`src/rtl/qstat_pkg.sv`:
```
package qstat_pkg;
  localparam int STAT_W  = 64;
  localparam int HALF_W  = 32;
  localparam int PEAK_W  = 16;
  localparam int ADDR_W  = 5;
  localparam logic [PEAK_W-1:0] PEAK_SAT = '1;

  typedef enum logic [1:0] {
    SEL_IDLE = 2'd0,
    SEL_TOUCH = 2'd1,
    SEL_PEAK = 2'd2,
    SEL_SUM = 2'd3
  } stat_sel_e;

  typedef struct packed {
    logic [STAT_W-1:0] idle;
    logic [STAT_W-1:0] touch;
    logic [STAT_W-1:0] sum;
    logic [PEAK_W-1:0] peak;
    logic              full;
    logic              ovf;
  } stats_t;
endpackage

```
`src/rtl/qstat_depth_tracker.sv`:
```
module qstat_depth_tracker #(
  parameter int MAX_DEPTH = 70000,
  localparam int DW = $clog2(MAX_DEPTH + 1)
) (
  input  logic          clk,
  input  logic          rst,
  input  logic          push,
  input  logic          pop,
  output logic [DW-1:0] depth,
  output logic [DW-1:0] depth_nxt,
  output logic          touch
);
  localparam logic [DW-1:0] CAP = DW'(MAX_DEPTH);

  always_comb begin
    depth_nxt = depth;
    if (push && !pop && depth != CAP)
      depth_nxt = depth + 1'b1;
    else if (pop && !push && depth != '0)
      depth_nxt = depth - 1'b1;
  end

  assign touch = push | pop;

  always_ff @(posedge clk) begin
    if (rst) depth <= '0;
    else     depth <= depth_nxt;
  end

  a_r7_both_hold: assert property (@(posedge clk) disable iff (rst)
    (push && pop) |=> depth == $past(depth));
  a_r8_no_underflow: assert property (@(posedge clk) disable iff (rst)
    (pop && !push && depth == '0) |=> depth == '0);
  a_r8_cap: assert property (@(posedge clk) disable iff (rst)
    depth <= CAP);
endmodule

```
`src/rtl/qstat_accum.sv`:
```
module qstat_accum
  import qstat_pkg::*;
#(
  parameter int MAX_DEPTH = 70000,
  localparam int DW = $clog2(MAX_DEPTH + 1)
) (
  input  logic          clk,
  input  logic          rst,
  input  logic          clr,
  input  logic          touch,
  input  logic [DW-1:0] depth,
  input  logic [DW-1:0] depth_nxt,
  output stats_t        st
);
  logic [STAT_W-1:0] nxt_wide;
  assign nxt_wide = STAT_W'(depth_nxt);

  always_ff @(posedge clk) begin
    if (rst || clr) begin
      st <= '0;
    end else begin
      if (depth == '0) st.idle <= st.idle + 1'b1;
      if (touch) begin
        st.touch <= st.touch + 1'b1;
        st.sum   <= st.sum + nxt_wide;
        if (nxt_wide > STAT_W'(PEAK_SAT)) begin
          st.peak <= PEAK_SAT;
          st.ovf  <= 1'b1;
        end else if (nxt_wide > STAT_W'(st.peak)) begin
          st.peak <= PEAK_W'(depth_nxt);
        end
        if (nxt_wide == STAT_W'(MAX_DEPTH)) st.full <= 1'b1;
      end
    end
  end

  a_r9_clear: assert property (@(posedge clk) disable iff (rst)
    clr |=> (st.idle == '0 && st.touch == '0 && st.sum == '0 &&
             st.peak == '0 && !st.full && !st.ovf));
  a_r3_touch_step: assert property (@(posedge clk) disable iff (rst)
    (!clr && touch) |=> st.touch == $past(st.touch) + 1'b1);
  a_r6_ovf_sticky: assert property (@(posedge clk) disable iff (rst)
    (st.ovf && !clr) |=> st.ovf);
  a_r5_full_sticky: assert property (@(posedge clk) disable iff (rst)
    (st.full && !clr) |=> st.full);
endmodule

```
`src/rtl/qstat_readout.sv`:
```
module qstat_readout
  import qstat_pkg::*;
(
  input  logic              clk,
  input  logic              rst,
  input  logic              rd_en,
  input  logic [ADDR_W-1:0] rd_addr,
  input  stats_t            st,
  output logic              rd_valid,
  output logic [HALF_W-1:0] rd_data
);
  logic [STAT_W-1:0] words [4];
  logic [STAT_W-1:0] pick;
  stat_sel_e         sel;

  always_comb begin
    words[SEL_IDLE]  = st.idle;
    words[SEL_TOUCH] = st.touch;
    words[SEL_PEAK]  = {{PEAK_W{1'b0}}, st.peak, {(HALF_W-2){1'b0}}, st.full, st.ovf};
    words[SEL_SUM]   = st.sum;
    sel  = stat_sel_e'(rd_addr[4:3]);
    pick = words[sel];
  end

  always_ff @(posedge clk) begin
    if (rst) begin
      rd_valid <= 1'b0;
      rd_data  <= '0;
    end else begin
      rd_valid <= rd_en;
      if (rd_en) rd_data <= rd_addr[2] ? pick[STAT_W-1:HALF_W] : pick[HALF_W-1:0];
    end
  end

  a_r1_valid: assert property (@(posedge clk) disable iff (rst)
    rd_en |=> rd_valid);
  a_r1_novalid: assert property (@(posedge clk) disable iff (rst)
    !rd_en |=> !rd_valid);
endmodule

```
`src/rtl/qstat_monitor.sv`:
```
module qstat_monitor
  import qstat_pkg::*;
#(
  parameter int MAX_DEPTH = 70000
) (
  input  logic        clk,
  input  logic        rst,
  input  logic        push,
  input  logic        pop,
  input  logic        clr,
  input  logic        rd_en,
  input  logic [4:0]  rd_addr,
  output logic        rd_valid,
  output logic [31:0] rd_data
);
  localparam int DW = $clog2(MAX_DEPTH + 1);

  logic [DW-1:0] depth, depth_nxt;
  logic          touch;
  stats_t        st;

  qstat_depth_tracker #(.MAX_DEPTH(MAX_DEPTH)) u_track (
    .clk(clk), .rst(rst), .push(push), .pop(pop),
    .depth(depth), .depth_nxt(depth_nxt), .touch(touch)
  );

  qstat_accum #(.MAX_DEPTH(MAX_DEPTH)) u_acc (
    .clk(clk), .rst(rst), .clr(clr), .touch(touch),
    .depth(depth), .depth_nxt(depth_nxt), .st(st)
  );

  qstat_readout u_rd (
    .clk(clk), .rst(rst), .rd_en(rd_en), .rd_addr(rd_addr),
    .st(st), .rd_valid(rd_valid), .rd_data(rd_data)
  );

  a_r10_reset: assert property (@(posedge clk)
    rst |=> (depth == '0 && st == '0 && !rd_valid));
endmodule

```
`config.mk`:
```
export PLATFORM = sky130hd
export DESIGN_NAME = qstat_monitor
export DESIGN_NICKNAME = d
export VERILOG_FILES = /design/src/rtl/qstat_pkg.sv /design/src/rtl/qstat_depth_tracker.sv /design/src/rtl/qstat_accum.sv /design/src/rtl/qstat_readout.sv /design/src/rtl/qstat_monitor.sv
export SDC_FILE = /design/constraint.sdc
export NUM_CORES = 1
export LEC_CHECK = 0
export BUFFER_PORTS_ARGS = -buffer_cell sky130_fd_sc_hd__buf_2
export CELL_PAD_IN_SITES_DETAIL_PLACEMENT = 1
export CELL_PAD_IN_SITES_GLOBAL_PLACEMENT = 2
export CORE_MARGIN = 3
export CORE_UTILIZATION = 25
export DETAILED_ROUTE_END_ITERATION = 10
export PLACE_DENSITY_LB_ADDON = 0.1
export SLEW_MARGIN = 20
export SYNTH_ARGS = -nofsm -noshare
export SYNTH_HDL_FRONTEND = slang
export SYNTH_SLANG_ARGS = --single-unit
```
`constraint.sdc`:
```
create_clock -name clk -period 13.6 [get_ports clk]
set_input_delay 1.36 -clock clk [delete_from_list [all_inputs] [get_ports clk]]
set_output_delay 1.36 -clock clk [all_outputs]
set_load 0.01 [all_outputs]
```
Word level (Yosys, flattened, before mapping)
Cells that the tools add are included.
{"block": "word_totals", "output_inout_bits": 33, "input_bits": 11, "elab_cells": 42, "ff_bits": 260}
{"block": "classes", "reduce_logical": 13, "n_mux": 8, "eq_ne": 2, "bitwise_logic": 2, "addsub": 5, "n_lt_le_gt_ge": 3}
{"op": "adder 64 x 1 -> 64 bit (second input constant)", "n": 2}
{"op": "binary-select mux 64 bit (select 2 bit)", "n": 1}
{"op": "two-way mux 64 bit", "n": 2}
{"op": "adder 64 x 17 -> 64 bit", "n": 1}
{"op": "two-way mux 17 bit", "n": 2}
{"op": "two-way mux 16 bit", "n": 2}
{"op": "two-way mux 32 bit", "n": 1}
{"op": "adder 17 x 1 -> 17 bit (second input constant)", "n": 1}
{"op": "== test 17 bit (second input constant)", "n": 1}
{"op": "> comparator 17 x 16 -> 1 bit", "n": 1}
{"op": "> comparator 17 x 16 -> 1 bit (second input constant)", "n": 1}
{"op": "logical NOT 17 bit", "n": 1}
{"op": "!= test 17 bit (second input constant)", "n": 1}
{"op": "nonzero test 17 bit", "n": 1}
{"op": "subtractor 17 x 1 -> 17 bit (second input constant)", "n": 1}
{"op": "AND reduction 2 bit", "n": 3}
{"op": "logical AND 1 bit", "n": 4}
{"op": "greater-or-equal comparator 3 bit (second input constant)", "n": 1}
{"op": "NOT 2 -> 3 bit", "n": 1}
{"op": "logical NOT 1 bit", "n": 2}
{"op": "nonzero test 2 bit", "n": 1}
{"op": "logical OR 1 bit", "n": 1}
{"op": "bitwise OR 1 bit", "n": 1}

Longest topological paths before layout
{"block": "logic_depth", "ltp_word": 8, "ltp_mapped": 19, "depth_no_buf": 18}

Hierarchy
From an unflattened synthesis, not the netlist that was laid out.
{"block": "hier_totals", "hier_cells": 1694, "hier_area_um2": 14418.8}
{"module": "qstat_accum", "seq_area_each_um2": 4204.0, "area_per_inst_um2": 10312.4, "cells_per_inst": 1231, "instances": 1}
{"module": "qstat_readout", "seq_area_each_um2": 660.6, "area_per_inst_um2": 2715.1, "cells_per_inst": 297, "instances": 1}
{"module": "qstat_depth_tracker", "seq_area_each_um2": 340.3, "area_per_inst_um2": 1391.3, "cells_per_inst": 166, "instances": 1}

Worst setup path before layout
OpenSTA, ideal clock, no wires.
{"block": "synth_timing", "path_kind": "input -> register", "start": "input port push", "end": "register u_acc.st[69] (netlist name)", "cell_stages": 17, "slack_ps": 8618, "t_arrival_ps": 4855, "required_time_ps": 13472, "path_cell_list": "clkbuf_1 -> nand2b_1 -> nor2_1 -> a21boi_1 -> a211oi_1 -> a311oi_1 -> ha_1 -> clkbuf_1 -> and2_1 -> a2bb2oi_1 -> o2111ai_1 -> o211ai_1 -> a41oi_1 -> clkbuf_1 -> nand4b_1 -> xor2_1 -> nor2_1"}
{"block": "synth_between", "elab_chain_len": 6, "word_cells_on_any_way": 9, "cone_classes": "add/sub: 1; mux: 2; bitwise: 1; reduce/logical: 5"}
{"element": "start: declaration", "line_no": "qstat_monitor.sv:8", "source": "input logic push,"}
{"element": "logical NOT 1 bit", "line_no": "qstat_depth_tracker.sv:19", "source": "else if (pop && !push && depth != '0)"}
{"element": "logical AND 1 bit (2 in series)", "line_no": "qstat_depth_tracker.sv:19"}
{"element": "two-way mux 17 bit", "line_no": "qstat_depth_tracker.sv:19"}
{"element": "two-way mux 17 bit *", "line_no": "qstat_depth_tracker.sv:17", "source": "if (push && !pop && depth != CAP)"}
{"element": "named net depth_nxt[6]", "line_no": "qstat_monitor.sv:18", "source": "logic [DW-1:0] depth, depth_nxt;"}
{"element": "adder 64 x 17 -> 64 bit *", "line_no": "qstat_accum.sv:25", "source": "st.sum <= st.sum + nxt_wide;"}
Mark *: on every way through the listed nets, which the timed path passes. The rest lies on a longest branch.
A chain may end at the register's enable or synchronous reset.

Final worst setup path
{"block": "layout_timing", "start": "register u_track.depth[0]", "end": "register u_acc.st[74] (netlist name)"}
{"block": "layout_between", "elab_chain_len": 5, "word_cells_on_any_way": 9, "cone_classes": "add/sub: 3; eq/ne: 1; mux: 2; reduce/logical: 3"}
{"element": "start: declaration", "line_no": "qstat_depth_tracker.sv:9", "source": "output logic [DW-1:0] depth,"}
{"element": "start signal: assignment", "line_no": "qstat_depth_tracker.sv:27", "source": "else depth <= depth_nxt;"}
{"element": "parallel branches: the longest is 3 deep, another holds subtractor 17 x 1 -> 17 bit"}
{"element": "two-way mux 17 bit *", "line_no": "qstat_depth_tracker.sv:17"}
{"element": "named net depth_nxt[0]", "line_no": "qstat_monitor.sv:18"}
{"element": "adder 64 x 17 -> 64 bit *", "line_no": "qstat_accum.sv:25"}
Mark *: on every way through the listed nets, which the timed path passes.

==> out/metrics.yaml <==
sta:
  finClkSkew_ns: 0.0308
  tightest_slew_ns: 1.05
  hold_violations: 0
  fin_crit_ns: 5.63
  relSlewSlack_pct: 29.7
  fmax_ghz: 0.177
  fin_ws_ns: 7.97
  setup_violations: 0
  finalMaxSlewViolations: 0
  finalSetupTns_ns: 0
  final.period_utilization_pct: 41.4
  rsz0062_at_grt: "no"
logic_synthesis:
  yosysWarningCount: 0
  yosysSeqAreaShare_pct: 36.6
  synth-edff-count: 0
  yosysUniqueCellTypes: 73
  syn_area_um2: 14200
  netlist_instances: 1651
  syn_avg_cell_area_um2: 8.62
  synth_ff_type: "dfxtp_1"
  synth_seq_cells: 260
  async_flop_share_pct: 0
  synth_nets: 1702
drt:
  ant_nets: 0
  dr.pass1.iters: 5
  vias_per_cell: 5.00
  wl_um: 51100
  drc: 0
  wire_per_inst_um: 21.0
  dr.first_iter.drc_count: 599
  num_vias: 12150
power:
  vdd_ir_drop_max_v: 0.000146
  leakage_nw: 5.60
  power.density_nw_per_um2: 171
outcome:
  status: "finished, final reports clean"
cts:
  cts_buffers: 37
  path_clk_slew_ns: 0.06
  clk_latency_ns: 0.57
  cts_tree: "built"
  ctsResizeCount: 0
  hold_buffers: 0
  max-clock-path-buffers: 3
  root_buffer: "clkbuf_16"
  htree_levels: 2
  cts.sink_count: 260
  cts_setup_buffers: 0
placement:
  dp_slack_ns: 7.67
  io_buffers: 41
  dp_cells: 2366
  gp_congestion: 0.766
  hpwl_um: 37000
critical_path:
  worstReg2RegStart: "u_track.depth[0]$_SDFF_PP0_"
  critPathLaunchType: "flip-flop"
  worstSetupPathType: "reg2reg"
  crit_fanout: 23
  rr_worst_depth: 18
  r2r_end: "u_acc.st[74]$_SDFFE_PP0P_"
  worstPathRequired_ns: 14.02
  cp-end-kind: "flip-flop"
  cp.arrival_ns: 6.05
  r2r_setup_slack_ns: 7.97
min_path:
  worstHoldStart: "u_acc.st[0]$_SDFFE_PP0P_"
  hold_class: "reg2reg"
  hold_depth: 2
  hold_end: "u_acc.st[0]$_SDFFE_PP0P_"
finish:
  final_nets: 1708
  multi_input_comb_area_um2: 8470
  fillers: 6548
  regArea_um2: 5200
  layout-drive-gt1-share_pct: 12.0
  diodes: 0
  fin_util_pct: 29.4
  area.growth.synth_to_final_pct: 15.2
  fin_cells: 2430
floorplan:
  start_util_pct: 25.5
  ios: 44
  die_area_um2: 59800
  core_area_um2: 55700
  die_w_um: 245
  die_y_um: 245
  num_rows: 86
global_route:
  antenna_found_initial: 2
  grt.total_usage_pct: 17.1
  grt_pass1_wl_um: 78400
  grt_pass1_vias: 12166
  overflow: 0
  grt_max_degree: 96
flow_run:
  maxCapViolCount: 0
-- logic make-up (layout without fill, tap and decap cells) --
logic type / count (synthesis) / after routing / synth area share (%)
AO/OA/AOI/OAI: 265 / 265 / 12.1
buffers and inverters: 153 / 184 / 4.16
adder cells (fa/ha/maj): 40 / 40 / 3.57
multiplexers: 95 / 95 / 9.90
XOR/XNOR: 168 / 168 / 10.3
flip-flops: 260 / 260 / 36.6
AND/OR/NAND/NOR: 670 / 670 / 23.4
-- Yosys cell counts (5+ instances only) --
cell type  instances  area share [%]
nor3_1            30             1.1
mux4_2            34             5.4
xor2_1            76             4.7
xnor2_1           92             5.7
o21ai_0           57             2.0
ha_1              39             3.4
and3_1            30             1.3
a211oi_1          32             1.7
mux2i_1           35             2.5
nand4_1           51             2.2
a22oi_1           31             1.6
inv_1             61             1.6
nand2_1          123             3.2
a31oi_1            7            0.31
and4_1            15            0.92
a21o_1             6            0.32
or2_2              5            0.22
and2_1             5            0.22
nor2_1           235             6.2
nor2b_1           17            0.75
or3_1             35             1.5
clkbuf_1          67             1.8
mux2_2            26             2.1
nor4_1            22            0.97
buf_2              8            0.28
a2111oi_0         15            0.92
a21oi_1           75             2.6
nand3_1           68             2.4
buf_1             16            0.42
dfxtp_1          260              37
-- metal layers --
metal,up-vias,track usage [%],part of all wire (%)
li1,5885,-,-
met1,6072,25.7,53
met2,152,25.9,43
met3,41,2.66,3.2
met4,0,3.02,1.3
met5,-,0,0
-- state kept, by name, summed over array words and instances, names as in the netlist --
register and count:
u_rd.rd_valid 1, u_rd.rd_data 32, u_track.depth 17, u_acc.st 210
-- where the power goes --
group	internal [W]	switching (W)	total [W]
Sequential	0.000806	0.0000678	0.000873
Clock	0.000586	0.000386	0.000972
Combinational	0.000387	0.000574	0.000961
-- metrics by stage --
step                hold slack, ns  instance area [um^2]  total power [W]
floorplan                    0.431                 14200          0.00156
global placement             0.450                 15200          0.00185
detailed placement           0.456                 15200          0.00186
CTS                          0.474                 16400          0.00286
global route                 0.504                 16400          0.00299
finish                       0.479                 16400          0.00281
-- critical path, cell delays in order, from the launching register on --
cell,delay (ns)
dfxtp_1,0.36
inv_1,0.11
ha_1,0.19
or3b_4,0.42
or3_1,0.39
o41ai_4,0.47
o21ai_1,0.16
xnor2_1,0.33
ha_1,0.24
inv_1,0.05
fa_1,0.38
nor2b_1,0.17
o21ai_1,0.14
a2111oi_2,0.51
o21bai_1,0.18
a31o_2,0.46
a2111oi_0,0.66
xnor2_1,0.19
nor2_1,0.05
-- worst max path at each step --
stage	to	cells past startpoint	from	slack [ns]
after floorplan	u_acc.st[69]$_SDFFE_PP0P_	17	push	8.62
after global placement	u_acc.st[77]$_SDFFE_PP0P_	16	push	7.72
after detailed placement	u_acc.st[77]$_SDFFE_PP0P_	16	push	7.67
after CTS	u_acc.st[74]$_SDFFE_PP0P_	17	u_track.depth[0]$_SDFF_PP0_	7.84
after global routing	u_acc.st[56]$_SDFFE_PP0P_	17	u_track.depth[0]$_SDFF_PP0_	7.48
final	u_acc.st[74]$_SDFFE_PP0P_	18	u_track.depth[0]$_SDFF_PP0_	7.97
-- cells in the final DEF (no fill, tap or decap), types with 3 or more instances in the layout --
cell type and count:
a211o_1 3, a21o_1 6, mux4_2 34, clkbuf_16 37
mux2_2 26, nand4_1 51, buf_2 40, and4_1 15
o21a_1 4, a211oi_1 32, a31oi_1 7, dfxtp_1 260
and2_1 5, nor3_2 3, buf_4 18, xor2_1 76
mux2i_1 35, nor3b_1 3, nor3_1 30, or3_1 35
o21ai_0 57, inv_1 61, a22o_1 4, nor2b_1 17
ha_1 39, nand2_1 123, clkbuf_1 9, nand2b_1 4
or2_2 4, nor2_1 234, nor4_1 22, clkbuf_8 12
a2111oi_0 15, o211ai_1 4, a22oi_1 31, xnor2_1 92
nand3_1 68, and3_1 30, a21oi_1 74
-- layout make-up --
class                      instances  share of cell area, %
timing repair buffer              59                   2.11
multi-input combinational       1238                   51.7
clock buffer                      58                   6.86
tap                              748                   5.71
clock inverter                     6                  0.496
inverter                          61                   1.40
sequential                       260                   31.8
No activity file was read; power rests on OpenSTA's default activity.
